[src/rtl/spi_flash_seq.sv]
module spi_flash_seq #(
  parameter int CLK_DIV = 2,
  parameter int LEN_W   = 16,
  parameter int CS_GAP  = 2
) (
  input  logic             clk,
  input  logic             rst_n,
  input  logic             req_valid,
  input  logic [3:0]       req_op,
  input  logic [23:0]      req_addr,
  input  logic [LEN_W-1:0] req_len,
  output logic             req_ready,
  input  logic [7:0]       wr_data,
  output logic             wr_ready,
  output logic [7:0]       rd_data,
  output logic             rd_valid,
  output logic             done,
  output logic             err,
  output logic             sck,
  output logic             cs_n,
  output logic             mosi,
  input  logic             miso
);
  localparam int DIV   = (CLK_DIV < 1) ? 1 : CLK_DIV;
  localparam int DIV_W = $clog2(DIV + 1);
  localparam int GAP   = (CS_GAP < 2) ? 2 : CS_GAP;
  localparam int GAP_W = $clog2(GAP + 1);
  localparam int CNT_W = LEN_W + 1;

  typedef enum logic [1:0] {S_IDLE, S_XFER, S_GAP} st_t;
  typedef enum logic [1:0] {K_WREN, K_MAIN, K_POLL} kind_t;

  st_t              st;
  kind_t            kind, nk;
  logic [2:0]       op;
  logic [23:0]      addr;
  logic [LEN_W-1:0] len;
  logic [DIV_W-1:0] div;
  logic [2:0]       bit_cnt;
  logic [CNT_W-1:0] byte_cnt;
  logic [7:0]       sh;
  logic [6:0]       rx;
  logic             busy_r;
  logic [GAP_W-1:0] gap_cnt;

  function automatic logic [7:0] opcode(kind_t k, logic [2:0] o);
    if (k == K_WREN) return 8'h06;
    if (k == K_POLL) return 8'h05;
    case (o)
      3'd0: return 8'h03;
      3'd1: return 8'h0B;
      3'd2: return 8'h02;
      3'd3: return 8'h20;
      3'd4: return 8'h52;
      3'd5: return 8'hD8;
      3'd6: return 8'h60;
      default: return 8'h05;
    endcase
  endfunction

  logic is_rd, is_prog, is_wrt, req_bad, req_wrt;
  assign is_rd   = (op == 3'd0) || (op == 3'd1);
  assign is_prog = (op == 3'd2);
  assign is_wrt  = (op >= 3'd2) && (op <= 3'd6);
  assign req_bad = req_op[3] || ((req_op <= 4'd2) && (req_len == '0));
  assign req_wrt = (req_op >= 4'd2) && (req_op <= 4'd6);

  logic [2:0]       hdr;
  logic [CNT_W-1:0] data_n, last_idx, nidx;
  assign hdr = (kind != K_MAIN) ? 3'd1 :
               ((op == 3'd6) || (op == 3'd7)) ? 3'd1 :
               (op == 3'd1) ? 3'd5 : 3'd4;
  assign data_n = (kind == K_POLL) ? CNT_W'(1) :
                  (kind == K_WREN) ? CNT_W'(0) :
                  (is_rd || is_prog) ? CNT_W'(len) :
                  (op == 3'd7) ? CNT_W'(1) : CNT_W'(0);
  assign last_idx = CNT_W'(hdr) + data_n - CNT_W'(1);
  assign nidx     = byte_cnt + CNT_W'(1);

  logic tick, rise, fall, byte_end, last_byte, nxt_data, rd_take;
  assign tick      = (div == DIV_W'(DIV - 1));
  assign rise      = (st == S_XFER) && tick && !sck;
  assign fall      = (st == S_XFER) && tick && sck;
  assign byte_end  = fall && (bit_cnt == 3'd7);
  assign last_byte = (byte_cnt == last_idx);
  assign nxt_data  = (nidx >= CNT_W'(hdr));
  assign rd_take   = (kind == K_MAIN) && (is_rd || op == 3'd7) && (byte_cnt >= CNT_W'(hdr));

  assign wr_ready  = byte_end && !last_byte && (kind == K_MAIN) && is_prog && nxt_data;
  assign req_ready = (st == S_IDLE);
  assign mosi      = sh[7];

  logic [7:0] nb;
  assign nb = !nxt_data ? ((nidx == CNT_W'(1)) ? addr[23:16] :
                           (nidx == CNT_W'(2)) ? addr[15:8]  :
                           (nidx == CNT_W'(3)) ? addr[7:0]   : 8'h00)
                        : ((is_prog && kind == K_MAIN) ? wr_data : 8'h00);

  logic fin;
  always_comb begin
    fin = 1'b0;
    nk  = kind;
    case (kind)
      K_WREN:  nk = K_MAIN;
      K_MAIN:  if (is_wrt) nk = K_POLL; else fin = 1'b1;
      default: if (!busy_r) fin = 1'b1;
    endcase
  end

  always_ff @(posedge clk or negedge rst_n) begin
    if (!rst_n) begin
      st <= S_IDLE; kind <= K_MAIN; op <= '0; addr <= '0; len <= '0;
      div <= '0; bit_cnt <= '0; byte_cnt <= '0; sh <= '0; rx <= '0;
      busy_r <= 1'b0; gap_cnt <= '0; sck <= 1'b0; cs_n <= 1'b1;
      rd_data <= '0; rd_valid <= 1'b0; done <= 1'b0; err <= 1'b0;
    end else begin
      done <= 1'b0; err <= 1'b0; rd_valid <= 1'b0;
      case (st)
        S_IDLE: if (req_valid) begin
          if (req_bad) err <= 1'b1;
          else begin
            op <= req_op[2:0]; addr <= req_addr; len <= req_len;
            kind <= req_wrt ? K_WREN : K_MAIN;
            sh <= opcode(req_wrt ? K_WREN : K_MAIN, req_op[2:0]);
            st <= S_XFER; cs_n <= 1'b0;
            div <= '0; bit_cnt <= '0; byte_cnt <= '0;
          end
        end
        S_XFER: begin
          div <= tick ? '0 : div + DIV_W'(1);
          if (rise) begin
            sck <= 1'b1;
            rx  <= {rx[5:0], miso};
            if (bit_cnt == 3'd7) begin
              if (kind == K_POLL) busy_r <= miso;
              if (rd_take) begin rd_data <= {rx, miso}; rd_valid <= 1'b1; end
            end
          end
          if (fall) begin
            sck <= 1'b0;
            if (bit_cnt != 3'd7) begin
              sh <= {sh[6:0], 1'b0}; bit_cnt <= bit_cnt + 3'd1;
            end else if (last_byte) begin
              cs_n <= 1'b1; st <= S_GAP; gap_cnt <= '0;
            end else begin
              sh <= nb; bit_cnt <= '0; byte_cnt <= nidx;
            end
          end
        end
        S_GAP: if (gap_cnt == GAP_W'(GAP - 1)) begin
          if (fin) begin st <= S_IDLE; done <= 1'b1; end
          else begin
            kind <= nk; sh <= opcode(nk, op); st <= S_XFER; cs_n <= 1'b0;
            div <= '0; bit_cnt <= '0; byte_cnt <= '0;
          end
        end else gap_cnt <= gap_cnt + GAP_W'(1);
        default: st <= S_IDLE;
      endcase
    end
  end

  assert_sck_idle_R2: assert property (@(posedge clk) disable iff (!rst_n)
    cs_n |-> !sck);
  assert_mosi_on_fall_R2: assert property (@(posedge clk) disable iff (!rst_n)
    (!cs_n && !$past(cs_n) && !$fell(sck)) |-> $stable(mosi));
  assert_cs_gap_R10: assert property (@(posedge clk) disable iff (!rst_n)
    $rose(cs_n) |=> cs_n);
  assert_wr_in_xfer_R7: assert property (@(posedge clk) disable iff (!rst_n)
    wr_ready |-> !cs_n);
  assert_err_quiet_R11: assert property (@(posedge clk) disable iff (!rst_n)
    err |-> (cs_n && !done));
  assert_done_idle_R8: assert property (@(posedge clk) disable iff (!rst_n)
    done |-> (cs_n && req_ready));
endmodule

[config.mk]
export PLATFORM = sky130hd
export DESIGN_NAME = spi_flash_seq
export DESIGN_NICKNAME = d
export VERILOG_FILES = /design/src/rtl/spi_flash_seq.sv
export SDC_FILE = /design/constraint.sdc
export NUM_CORES = 1
export LEC_CHECK = 0
export BUFFER_PORTS_ARGS = -buffer_cell sky130_fd_sc_hd__buf_2
export CORE_MARGIN = 1.5
export CORE_UTILIZATION = 56
export CTS_BUF_LIST = sky130_fd_sc_hd__clkbuf_4 sky130_fd_sc_hd__clkbuf_8
export DETAILED_ROUTE_END_ITERATION = 6
export GPL_ROUTABILITY_DRIVEN = 0
export PLACE_DENSITY = 0.88
export SYNTH_ARGS = -nofsm -noshare
export SYNTH_HDL_FRONTEND = slang
export SYNTH_SLANG_ARGS = --single-unit
[constraint.sdc]
create_clock -name clk -period 4.1 [get_ports clk]
set_clock_uncertainty 0.05 [all_clocks]
set_input_delay 0.615 -clock clk [delete_from_list [all_inputs] [get_ports clk]]
set_output_delay 0.615 -clock clk [all_outputs]
set_load 0.02 [all_outputs]
==> summary by stage, run 1 <==
Pwr
The analysis attributes to cell leakage a power of between 3 and 4 nW. The power density normalized to cell area is between 700 and 800 mW/mm^2. The worst-case IR drop observed on VDD is around 0.46 mV.

Floorplanning
From bottom edge to top edge, the die measures 117 um. Once the floorplan was initialized, standard cells occupied roughly 58% of the core. The number of cell rows is 41. The die footprint is between 0.01 and 0.015 mm^2. In this run the horizontal extent of the chip is 117 um. The number of I/O pins is between 70 and 80. The region available for standard cell placement spans about 0.013 mm^2.

Clocking
The number of buffers inserted for hold repair after clock tree synthesis is 0. The clock net sink count is 100. TritonCTS built the clock tree. The clock passes through at most 2 buffers. The later pin in the worst-skew pair is clocked with a latency of roughly 0.38 ns. Clock-pin slew was measured on the worst setup and hold paths at approximately 0.1 ns. The cell sitting at the root of the clock tree is a sky130_fd_sc_hd__clkbuf_8. In this run, CTS created clock tree buffers numbering 9. The clock tree synthesis step divided the H-tree into 3 levels.

Timing
The post-route worst hold slack is about 0.13 ns. The final number of max-transition violations was 0. Setup repair after global routing could not meet its margin everywhere.

The transition time at the pin with the least slew margin is 0.877 ns. The final count of negative-setup-slack endpoints is 12. The least setup slack across all paths after layout is -0.418 ns. The share of the cycle needed by the critical path after routing is 110%. The total count of hold-check failures in the final report was 0.

Timing would allow up to 221 MHz. The smallest clock period supported by the final layout is computed as between 4 and 5 ns. The worst slew margin relative to its limit is 41.6%.

Logic synthesis
The most used flip-flop cell after synthesis is sky130_fd_sc_hd__dfrtp_1. The average cell area after synthesis is around 8.8 um^2. When the netlist entered floorplanning its net count stood at ~910.

In the synthesized netlist, the number of instances is ~830. After synthesis, the netlist uses 80 different library cells. Summed over all instances, the cell type with the most area after synthesis is sky130_fd_sc_hd__dfrtp_1. The part of the Yosys area used for sequential elements is roughly 34%.

The flop and latch count out of synthesis is 100. The fraction of synthesis flops using an asynchronous set or reset pin is 100%. The count of flip-flops with a built-in enable after synthesis is 0.

For this run, the number of Yosys warnings is 0. The cell area after synthesis is between 0.007 and 0.008 mm^2. The top-area cell type share of the netlist area is between 30 and 40%.

By area the synthesized netlist is led by sky130_fd_sc_hd__dfrtp_1 (34%), sky130_fd_sc_hd__mux2_2 (11%), sky130_fd_sc_hd__ha_1 (5.1%).

Cells and area
0 antenna diodes ended up in the layout. Of the cells placed in the final design, the portion with a size suffix greater than 1 is 28.0%. Relative to the synthesized area, the layout overhead comes to 15.9%. At the end of the flow, the number of nets in the layout was 997. Counting the fill cells in the layout gives around 950. Registers take around 0.0025 mm^2. The footprint of the multi-input gates is roughly 0.0046 mm^2.

GRT
The initial antenna violation count is 0. The global-route wire length before repair is about 33000 um. The number of global-route vias before repair came to between 6000 and 7000. Across every metal layer, demand over resource in global routing totals a little under a third. Global routing finished with a remaining overflow of 0.

The maximum number of pins on one net before global-route repair is 39.

Drt
The final routed wire length divided by cell count is between 15 and 20 um. The total wirelength of the detailed-routed design is roughly 20000 um. Dividing the detail-routed via count by the number of cells gives between 6 and 7. The number of iterations in the first detailed-routing pass is 7. Once detail routing completed, the nets flagged for antenna violations numbered 0. For this run, design rule violations remaining after detail routing come to 0. The routed layout has 7002 vias. The count of routing violations after the opening detailed-route iteration is 599.

Place
The post-detailed-placement half-perimeter wirelength is 14700 um. The pre-CTS setup slack is -0.101 ns. The count of buffers from port buffering is 71.

Status
The final reports fail on setup timing. The flow ran to the end, but the final reports show violations.

Flow run
The max-capacitance violation count is 0.

Critical path
Data on the critical path is required at its endpoint by approximately 3.4 ns. The sort of element at the end of the critical path is a primary output. STA puts the critical path data arrival time at 3.85 ns. The type of element launching the critical path is a flip-flop. Of all nets on the critical path, the largest fanout is 6. The worst setup path is of the reg -> out kind.

Hold path
The worst min-delay path class is in -> async.
[synth_stat cells, types with 20 or more instances]
| cell type | number |
|---|---|
| sky130_fd_sc_hd__inv_1 | 38 |
| sky130_fd_sc_hd__nand3_1 | 32 |
| sky130_fd_sc_hd__nor2_1 | 59 |
| sky130_fd_sc_hd__clkbuf_1 | 33 |
| sky130_fd_sc_hd__mux2_2 | 70 |
| sky130_fd_sc_hd__ha_1 | 30 |
| sky130_fd_sc_hd__a21oi_1 | 44 |
| sky130_fd_sc_hd__dfrtp_1 | 98 |
| sky130_fd_sc_hd__nor3_1 | 20 |
| sky130_fd_sc_hd__o21ai_0 | 31 |
| sky130_fd_sc_hd__nand2_1 | 86 |
[where the power goes]
| part | internal [mW] | switching [mW] |
|---|---|---|
| registers | 1.34 | 0.326 |
| logic | 1.96 | 2.47 |
| clock network | 0.249 | 0.387 |
| total | 3.55 | 3.18 |
[kinds of logic after synthesis]
family / after synthesis / share of synthesized area [%]
AO/OA/AOI/OAI: 193 / 18.6
XOR/XNOR: 28 / 3.36
adder cells (fa/ha/maj): 31 / 5.42
buffers and inverters: 92 / 5.11
flip-flops: 100 / 34.3
multiplexers: 78 / 11.9
AND/OR/NAND/NOR: 303 / 21.3
[critical path, cell delays in order, from the launching register on]
cell,delay (ns)
sky130_fd_sc_hd__dfrtp_1,0.49
sky130_fd_sc_hd__a21oi_4,0.21
sky130_fd_sc_hd__and2_4,0.21
sky130_fd_sc_hd__nand2_2,0.07
sky130_fd_sc_hd__ha_4,0.27
sky130_fd_sc_hd__inv_1,0.06
sky130_fd_sc_hd__ha_4,0.21
sky130_fd_sc_hd__a21oi_2,0.20
sky130_fd_sc_hd__nand2_1,0.15
sky130_fd_sc_hd__o2111a_1,0.34
sky130_fd_sc_hd__a31oi_1,0.21
sky130_fd_sc_hd__mux2_4,0.34
sky130_fd_sc_hd__a31oi_4,0.21
sky130_fd_sc_hd__nand4_4,0.16
sky130_fd_sc_hd__nor3b_4,0.20
sky130_fd_sc_hd__buf_6,0.13
[routing by layer]
layer / GRT usage [%] / routed length [um]
met4: 14.4 / 943
met2: 51.9 / 9680
met1: 37.5 / 8000
met5: 0 / 0
met3: 5.15 / 1440
[registers in the layout, summed over array words and instances, names as in the netlist, 2 cells and up]
signal    cells
kind          2
sh            8
len          16
div           2
gap_cnt       2
rx            7
bit_cnt       3
byte_cnt     17
op            3
st            2
rd_data       8
addr         24
[repair_timing]
action / 4_1_cts / 5_1_grt
pin swaps: 2 / 10
gates cloned: 0 / 0
gates resized for setup: 12 / 13
buffers inserted: 3 / 3
setup endpoints to repair: 12 / 33
[layout make-up]
| class | instances | area share (%) |
|---|---|---|
| well taps | 172 | 2.54 |
| inverters | 38 | 1.69 |
| repair buffers | 128 | 9.75 |
| flip-flops and latches | 100 | 29.6 |
| clock inverters | 6 | 0.665 |
| clock buffers | 10 | 1.63 |
| multi-input cells | 633 | 54.1 |
[final timing paths]
path / endpoint / slack (ns) / depth (start not counted) / startpoint
max: wr_ready / -0.42 / 15 / op[2]
min: rx[4] / 0.13 / 1 / rst_n
max reg2reg: sh[3] / -0.04 / 17 / op[2]
min reg2reg: cs_n / 0.46 / 1 / cs_n
max in group asynchronous: cs_n / 3.00 / 2 / rst_n
min in group clk: addr[1] / 0.41 / 2 / req_addr[1]
[metrics by stage]
stage                     std cells  setup TNS [ns]  instance area, um^2  util, %  power, mW
after floorplan                 825               0                 7390        -       4.60
after global placement         1065               0                 8120     64.0       5.59
after detailed placement       1065          -0.644                 8120     64.0       5.74
after CTS                      1084          -0.382                 8390     66.2       6.48
after global routing           1087           -5.28                 8460     66.8       7.19
final                          1087          -0.645                 8460     66.8       6.73
[cell usage in the layout (no fill, tap or decap), types with 4 or more instances in the layout]
cell	instances
sky130_fd_sc_hd__a211o_1	7
sky130_fd_sc_hd__a211oi_1	5
sky130_fd_sc_hd__a21o_1	10
sky130_fd_sc_hd__a21oi_1	42
sky130_fd_sc_hd__a221o_1	4
sky130_fd_sc_hd__a22oi_1	12
sky130_fd_sc_hd__a31o_2	4
sky130_fd_sc_hd__a31oi_1	18
sky130_fd_sc_hd__a32o_1	4
sky130_fd_sc_hd__and2_1	9
sky130_fd_sc_hd__and3_1	13
sky130_fd_sc_hd__buf_2	69
sky130_fd_sc_hd__buf_4	54
sky130_fd_sc_hd__clkbuf_8	10
sky130_fd_sc_hd__dfrtp_1	98
sky130_fd_sc_hd__ha_1	27
sky130_fd_sc_hd__inv_1	37
sky130_fd_sc_hd__mux2_2	66
sky130_fd_sc_hd__mux2_4	4
sky130_fd_sc_hd__mux2i_1	7
sky130_fd_sc_hd__nand2_1	84
sky130_fd_sc_hd__nand2b_1	6
sky130_fd_sc_hd__nand3_1	31
sky130_fd_sc_hd__nand4_1	19
sky130_fd_sc_hd__nor2_1	59
sky130_fd_sc_hd__nor2b_1	9
sky130_fd_sc_hd__nor3_1	17
sky130_fd_sc_hd__nor4_1	9
sky130_fd_sc_hd__o211a_1	4
sky130_fd_sc_hd__o211ai_1	6
sky130_fd_sc_hd__o21a_1	4
sky130_fd_sc_hd__o21ai_0	29
sky130_fd_sc_hd__or2_2	4
sky130_fd_sc_hd__or3_1	7
sky130_fd_sc_hd__xnor2_1	19
sky130_fd_sc_hd__xor2_1	9
Note: power is estimated with default switching activity, not from simulation.
==> run 2, diff against run 1 <==
--- a/config.mk
+++ b/config.mk
@@ -12,6 +12,7 @@
 export DETAILED_ROUTE_END_ITERATION = 6
 export GPL_ROUTABILITY_DRIVEN = 0
 export PLACE_DENSITY = 0.88
+export SKIP_CTS_REPAIR_TIMING = 1
 export SYNTH_ARGS = -nofsm -noshare
 export SYNTH_HDL_FRONTEND = slang
 export SYNTH_SLANG_ARGS = --single-unit
==> summary by stage, run 2 (same netlist as run 1, synthesis figures left out) <==
Critical path
Data on the critical path arrives at its endpoint at 3.89 ns. The highest cell delay on the worst timing path is roughly 0.47 ns. The worst setup path is of the reg -> out kind. Broken down by cell family, the worst path's largest delay share belongs to simple AND/OR/NAND/NOR gates. The slowest stage cell on the critical path is sky130_fd_sc_hd__dfrtp_1. Data on the critical path is required at its endpoint by approximately 3.4 ns.

The worst setup path is launched from a flip-flop. The number of buffer and inverter stages on the critical path is 3. The sort of element at the end of the critical path is a primary output.

The cell that appears most often on the critical path is sky130_fd_sc_hd__ha_4. Traced cell by cell, the critical path runs through a21oi_4 > and2_2 > nand2_2 > ha_4 > inv_1 > ha_4 > a21oi_2 > buf_4 > nand3_1 > a21oi_1 > o21a_1 > o211ai_1 > nor4_4 > nand4_4 > nor3b_4 > buf_6. The highest fanout seen on the critical path is 5.

Drt
Wire segments on met3 add up to between 1000 and 1500 um in the final route. The first TritonRoute pass finished after 7 iterations. The number of nets still failing antenna checks after routing is 0. After the first detailed-routing iteration, the DRC count stood at 679. After detailed routing, no signal wire sits above met4.

Summing over every cut layer, the via total after detailed routing is approximately 7000. Dividing the detail-routed wire length by the instance count gives between 15 and 20 um. Dividing the detail-routed via count by the number of cells gives approximately 6.5. After detailed routing, the number of remaining DRC violations is 9. The total wirelength of the detailed-routed design is between 20000 and 25000 um. The met2 routed wirelength is between 9000 and 10000 um.

After detailed routing, the wire length on met1 is just over 8000 um.

Cells and area
More flip-flops sit in one register than any other, and that register is addr. The most frequent standard cell in the layout excluding fill and tap cells is sky130_fd_sc_hd__dfrtp_1. Once layout is complete, the utilization of the core stands at around two thirds.

The layout cell share with drive strength beyond 1 is between 20% and 30%. In the final layout, the registers with the most flip-flops are addr x24, byte_cnt x17, len x16. The number of antenna cells inserted is 0.

The flip-flop count of the largest register, all copies and words added is 24. The post-synthesis to final-layout area growth is 15.9%. The count of nets after finishing is between 900 and 1000. After filler insertion, the fill cell instance count of the layout stands at ~960. In the layout the commonest cells are sky130_fd_sc_hd__dfrtp_1 (98), sky130_fd_sc_hd__nand2_1 (84), sky130_fd_sc_hd__buf_2 (69).

Timing
The worst slew margin relative to its limit is 41.8%. The final number of max-transition violations came to 0. Once routing completed, OpenROAD measured the worst setup slack at -0.453 ns. Adding up every negative setup slack in the final design gives -2.43 ns.

At the pin with the least slew margin, the transition time is 0.873 ns. Setup repair after global routing could not meet its margin everywhere. The share of the cycle needed by the critical path after routing is 111%. Derived from the worst setup path, the maximum achievable clock frequency is 220 MHz. The routed design could run at a clock period as short as 4.55 ns.

Setup violations remaining at the end of the flow were counted as 20. The total count of hold-check failures in the final report is 0.

Flow run
The max-capacitance violation count is 0.

Clocking
The total CTS buffers is 9. The clock input transition at the sequential cells of the worst setup and hold paths is approximately 0.10 ns. The TritonCTS clock tree is done. The clock tree synthesis step divided the H-tree into 3 levels. The maximum root-to-sink buffer count is 2. The clock insertion delay at the later pin of the skew report is ~0.38 ns. The clock root buffer is sky130_fd_sc_hd__clkbuf_8. The clock net in this run drives a total of 100 sinks.

GRT
The total global-route track usage is between 30% and 40%. Entering global routing, the biggest net connects 39 pins. The global-route wire length before repair is about 32000 um. The total overflow left after global routing is 0. The initial antenna violation count was 0. The number of global-route vias before repair is 6888.

Floorplanning
The die is about 120 um tall. The die is about 120 um wide. The die footprint is between 0.01 and 0.015 mm^2.

The core area is 0.0127 mm^2. 72 I/O pins were placed. Once the floorplan was initialized, standard cells occupied between 50 and 60% of the core. The floorplan has slightly above 40 rows.

Hold path
The worst min-delay path class is in -> async.

Pwr
The worst-case IR drop observed on VDD is 0.476 mV. In this run the power density over the cells is between 800 and 900 mW/mm^2. The static leakage power is between 3 and 4 nW.

Place
The count of buffers added on input and output ports is slightly above 70. After legalization and detailed placement, the total HPWL measured about 15000 um.

Status
The run finished, with violations left. The checks that failed: DRC, setup timing.
run 2: cell types whose count changed in the layout (fill, tap and decap cells not counted):
cell and delta:
sky130_fd_sc_hd__a31oi_1 -1, sky130_fd_sc_hd__a31oi_2 +1, sky130_fd_sc_hd__and2_2 +1, sky130_fd_sc_hd__and2_4 -1, sky130_fd_sc_hd__buf_6 -1, sky130_fd_sc_hd__mux2_2 -2
sky130_fd_sc_hd__mux2_4 +2
run 2: worst paths after layout:
check	from	end	cells past startpoint	slack (ns)
max	op[1]	wr_ready	16	-0.45
min	rst_n	rd_data[5]	1	0.12
max reg2reg	op[1]	sh[2]	19	-0.24
min reg2reg	cs_n	cs_n	1	0.46
max in group asynchronous	rst_n	cs_n	2	3.00
min in group clk	req_addr[1]	addr[1]	2	0.40
run 2: through the flow:
stage	instances	cell area, um^2	hold slack [ns]	total power, mW	worst slack [ns]
5_1_grt	1086	8460	0.148	7.22	-0.626
3_3_place_gp	1065	8120	0.430	5.59	0.0912
6_report	1086	8460	0.123	6.79	-0.453
3_5_place_dp	1065	8120	0.434	5.74	-0.101
2_1_floorplan	825	7390	0.269	4.60	0.0196
4_1_cts	1081	8310	0.132	6.39	-0.495
run 2: layer usage:
metal | track usage, % | vias to the layer above
li1 | - | 3185
met1 | 37.2 | 3333
met2 | 51.9 | 380
met3 | 4.79 | 121
met4 | 13.7 | 0
met5 | 0 | -
run 2: cell type report:
class / count / area [um^2] / area share, %
inverter: 38 / 143 / 1.69
clock buffer: 10 / 138 / 1.63
sequential: 100 / 2500 / 29.6
timing repair buffer: 127 / 813 / 9.61
tap: 172 / 215 / 2.54
clock inverter: 6 / 56.3 / 0.665
multi-input combinational: 633 / 4590 / 54.3
run 2: power by group:
group | switching (mW) | total (mW) | internal [mW]
Clock | 0.387 | 0.636 | 0.249
Sequential | 0.329 | 1.67 | 1.34
Combinational | 2.51 | 4.48 | 1.97
==> run 3, diff against run 2 <==
--- a/config.mk
+++ b/config.mk
@@ -6,12 +6,13 @@
 export NUM_CORES = 1
 export LEC_CHECK = 0
 export BUFFER_PORTS_ARGS = -buffer_cell sky130_fd_sc_hd__buf_2
+export CORE_ASPECT_RATIO = 0.8
 export CORE_MARGIN = 1.5
-export CORE_UTILIZATION = 56
+export CORE_UTILIZATION = 66
 export CTS_BUF_LIST = sky130_fd_sc_hd__clkbuf_4 sky130_fd_sc_hd__clkbuf_8
 export DETAILED_ROUTE_END_ITERATION = 6
 export GPL_ROUTABILITY_DRIVEN = 0
-export PLACE_DENSITY = 0.88
+export PLACE_DENSITY = 0.95
 export SKIP_CTS_REPAIR_TIMING = 1
 export SYNTH_ARGS = -nofsm -noshare
 export SYNTH_HDL_FRONTEND = slang
==> constraint.sdc (replaced) <==
create_clock -name clk -period 5.3 [get_ports clk]
set_clock_uncertainty 0.05 [all_clocks]
set_input_delay 0.795 -clock clk [delete_from_list [all_inputs] [get_ports clk]]
set_output_delay 0.795 -clock clk [all_outputs]
set_load 0.02 [all_outputs]
==> summary by stage, run 3 (same netlist as run 1, synthesis figures left out) <==
Pwr
Combinational cells account for 62.7% of the total power. Across the VDD grid, the largest voltage drop is 0.377 mV. Registers are responsible for approximately 28% of the overall power. The total net switching power is 2.41 mW.

For this design the ratio of total power to cell area is 615 mW/mm^2. The static leakage power is around 3.7 nW. The internal portion of the total power is 2.47 mW. In this run, the clock network consumes approximately 9.8% of the power. The fraction of power spent switching nets is about half.

Timing
Setup violations remaining at the end of the flow were counted as 0. In the finished design, the share of the clock period the worst path needs comes to a little over nine tenths. The least setup slack across all paths after layout is ~0.057 ns. For the pin with the worst max-slew slack, the measured transition is approximately 1.1 ns.

The worst slew margin relative to its limit is 29.8%. The final number of max-transition violations is 0. The total count of hold-check failures in the final report is 0. The smallest clock period supported by the final layout is computed as 5.24 ns. Adding up every negative setup slack in the final design gives 0 ns. Derived from the worst setup path, the maximum achievable clock frequency is between 150 and 200 MHz. The post-route worst hold slack is roughly 0.37 ns.

Cells and area
With fillers left out, the area of the finished cells amounts to between 0.007 and 0.008 mm^2. The count of nets after finishing is 953. In the final layout, the registers with the most flip-flops are addr x24, byte_cnt x17, len x16. The sequential standard cell area is ~0.0025 mm^2.

The library cell used most frequently in the layout, excluding fill and tap cells, is sky130_fd_sc_hd__dfrtp_1. The register with the highest flop count is addr. The register with the most flip-flops in the layout has 24 of them. The number of fillers in the final layout is about 740.

From synthesis to final layout, the design area changed by 8.60%. Excluding fillers, the count of instances in the completed layout stands at 1014. Of the cells placed in the final design, the portion with a size suffix greater than 1 is ~23%. In the layout the commonest cells are sky130_fd_sc_hd__dfrtp_1 (98), sky130_fd_sc_hd__nand2_1 (85), sky130_fd_sc_hd__mux2_2 (70), sky130_fd_sc_hd__buf_2 (70), sky130_fd_sc_hd__nor2_1 (58). The footprint of the multi-input gates is 0.00446 mm^2. The number of antenna cells inserted is 0.

Critical path
In this run the critical register-to-register path is captured at byte_cnt[8]. The highest cell delay on the worst timing path is 0.59 ns. The type of element launching the critical path is a flip-flop. STA classifies the critical path endpoint as a primary output. The type of the worst setup path is reg -> out.

The kind of cell adding the most delay to the critical path is simple AND/OR/NAND/NOR gates. The worst register-to-register path has a depth of 18. The highest fanout seen on the critical path is 5.

On the critical path, the stage with the largest delay is an instance of sky130_fd_sc_hd__dfstp_2. The critical path goes through nor2b_2 > nand2_2 > a21o_1 > inv_1 > ha_1 > inv_1 > ha_1 > inv_1 > fa_1 > xnor2_1 > nor3_2 > nand3_1 > nor4_2 > nand4_1 > nor4_4 > nand4_4 > nor3b_1 > buf_2. The most numerous cell type found on the critical path is sky130_fd_sc_hd__inv_1. The number of buffer and inverter stages on the critical path is 4. STA puts the critical path data arrival time at around 4.4 ns. The worst reg-to-reg setup slack is 0.39 ns.

For the worst setup path, the data required time is between 4 and 5 ns. The source of the worst register-to-register timing path is kind[0]. The number of stages on the worst setup path is 18.

Place
Summing all placed instances gives a cell area of around 0.0077 mm^2. The post-detailed-placement half-perimeter wirelength is roughly 14000 um. The count of buffers from port buffering is 71. OpenSTA, run right after detailed placement, puts the worst setup slack at 0.361 ns. The cell total after placement is 994.

Clocking
The total CTS buffers is 9. The clock net sink count is 100. Counting along the longest clock path gives a buffer depth of 2. The H-tree generated during clock tree synthesis spans 3 levels. The clock root buffer is sky130_fd_sc_hd__clkbuf_8. The clock input transition at the sequential cells of the worst setup and hold paths is ~0.10 ns. For the worst-skew pair, the clock arrives at the later sink with an insertion delay of roughly 0.39 ns. TritonCTS built the clock tree.

Drt
The via-per-instance ratio is around 6.9. The number of nets still failing antenna checks after routing is 0. The total wirelength of the detailed-routed design is between 15000 and 20000 um. For this run, design rule violations remaining after detail routing come to 0. In the final routed layout, each cell accounts on average for roughly 20 um. The first routing iteration left 984 violations. The final route contains ~7000 vias. The first detailed-routing pass ran for 6 iterations.

GRT
Entering global routing, the biggest net connects 53 pins. The number of global-route vias before repair was roughly 6500. Global routing used 34.4% of the available tracks across all layers. The first global-routing pass estimated around 32000 um of wire. The initial antenna violation count is 0. For this run the aggregate overflow at the end of global routing stands at 0.

Status
The run finished with clean final reports.

Floorplanning
72 I/O pins were placed. The die covers 0.0117 mm^2. The floorplan has 34 rows. Measured along the y axis, the die boundary spans a little under 100 um. The effective utilization at floorplan is between 60% and 70%. After floorplanning, the core was sized to cover around 0.011 mm^2. The floorplan die width is 121 um.

Hold path
The path class of the tightest hold or removal check is in -> async.

Flow run
The max-capacitance violation count is 0.
## run 3: changes by cell type in the layout (fill, tap and decap cells not counted), moves of 3 or more
cell / change
sky130_fd_sc_hd__ha_4: -3
sky130_fd_sc_hd__mux2_2: +6
sky130_fd_sc_hd__mux2_4: -6
sky130_fd_sc_hd__buf_4: -40
sky130_fd_sc_hd__ha_1: +3
## run 3: worst max-delay path by stage
stage / startpoint / endpoint / slack (ns)
after global routing: op[2] / wr_ready / -0.09
after CTS: kind[0] / wr_ready / -0.07
after global placement: kind[0] / wr_ready / 0.44
after floorplan: op[0] / wr_ready / 0.53
after detailed placement: kind[0] / byte_cnt[16] / 0.36
final: kind[0] / wr_ready / 0.06
## run 3: cell type report
cell class	instances	share of cell area, %
inverters	38	1.80
well taps	144	2.27
repair buffers	84	5.74
multi-input cells	633	56.3
clock inverters	6	0.726
flip-flops and latches	100	31.6
clock buffers	9	1.56
## run 3: stage by stage
stage | utilization (%) | power [mW]
after floorplan | - | 3.48
after global placement | 71.0 | 4.01
after detailed placement | 71.0 | 4.15
after CTS | 72.7 | 4.65
after global routing | 73.4 | 5.17
final | 73.4 | 4.88
## run 3: routing by layer
layer,GRT usage [%],wire (um),vias to the layer above
met1,48.7,8050,3277
li1,-,-,3107
met3,8.16,2520,84
met5,0,0,-
met2,52.6,8800,495
met4,10.7,601,0
## run 3: power groups by stage
stage	combinational (mW)	clock (mW)	sequential [mW]
global route	3.28	0.506	1.38
CTS	2.85	0.475	1.33
global placement	2.70	0	1.31
floorplan	2.29	0	1.19
detailed placement	2.82	0	1.34
finish	3.06	0.478	1.34
## run 3: worst register-to-register path: cells and delay by family (launching register included)
kind                       cells  cell delay (ns)
buffers and inverters          3             0.22
xor gates and xnor gates       1             0.14
AOI/OAI and AO/OA              2             0.54
adders and majority gates      3             0.80
DFF                            1             0.59
and+or+nand+nor                9             2.47
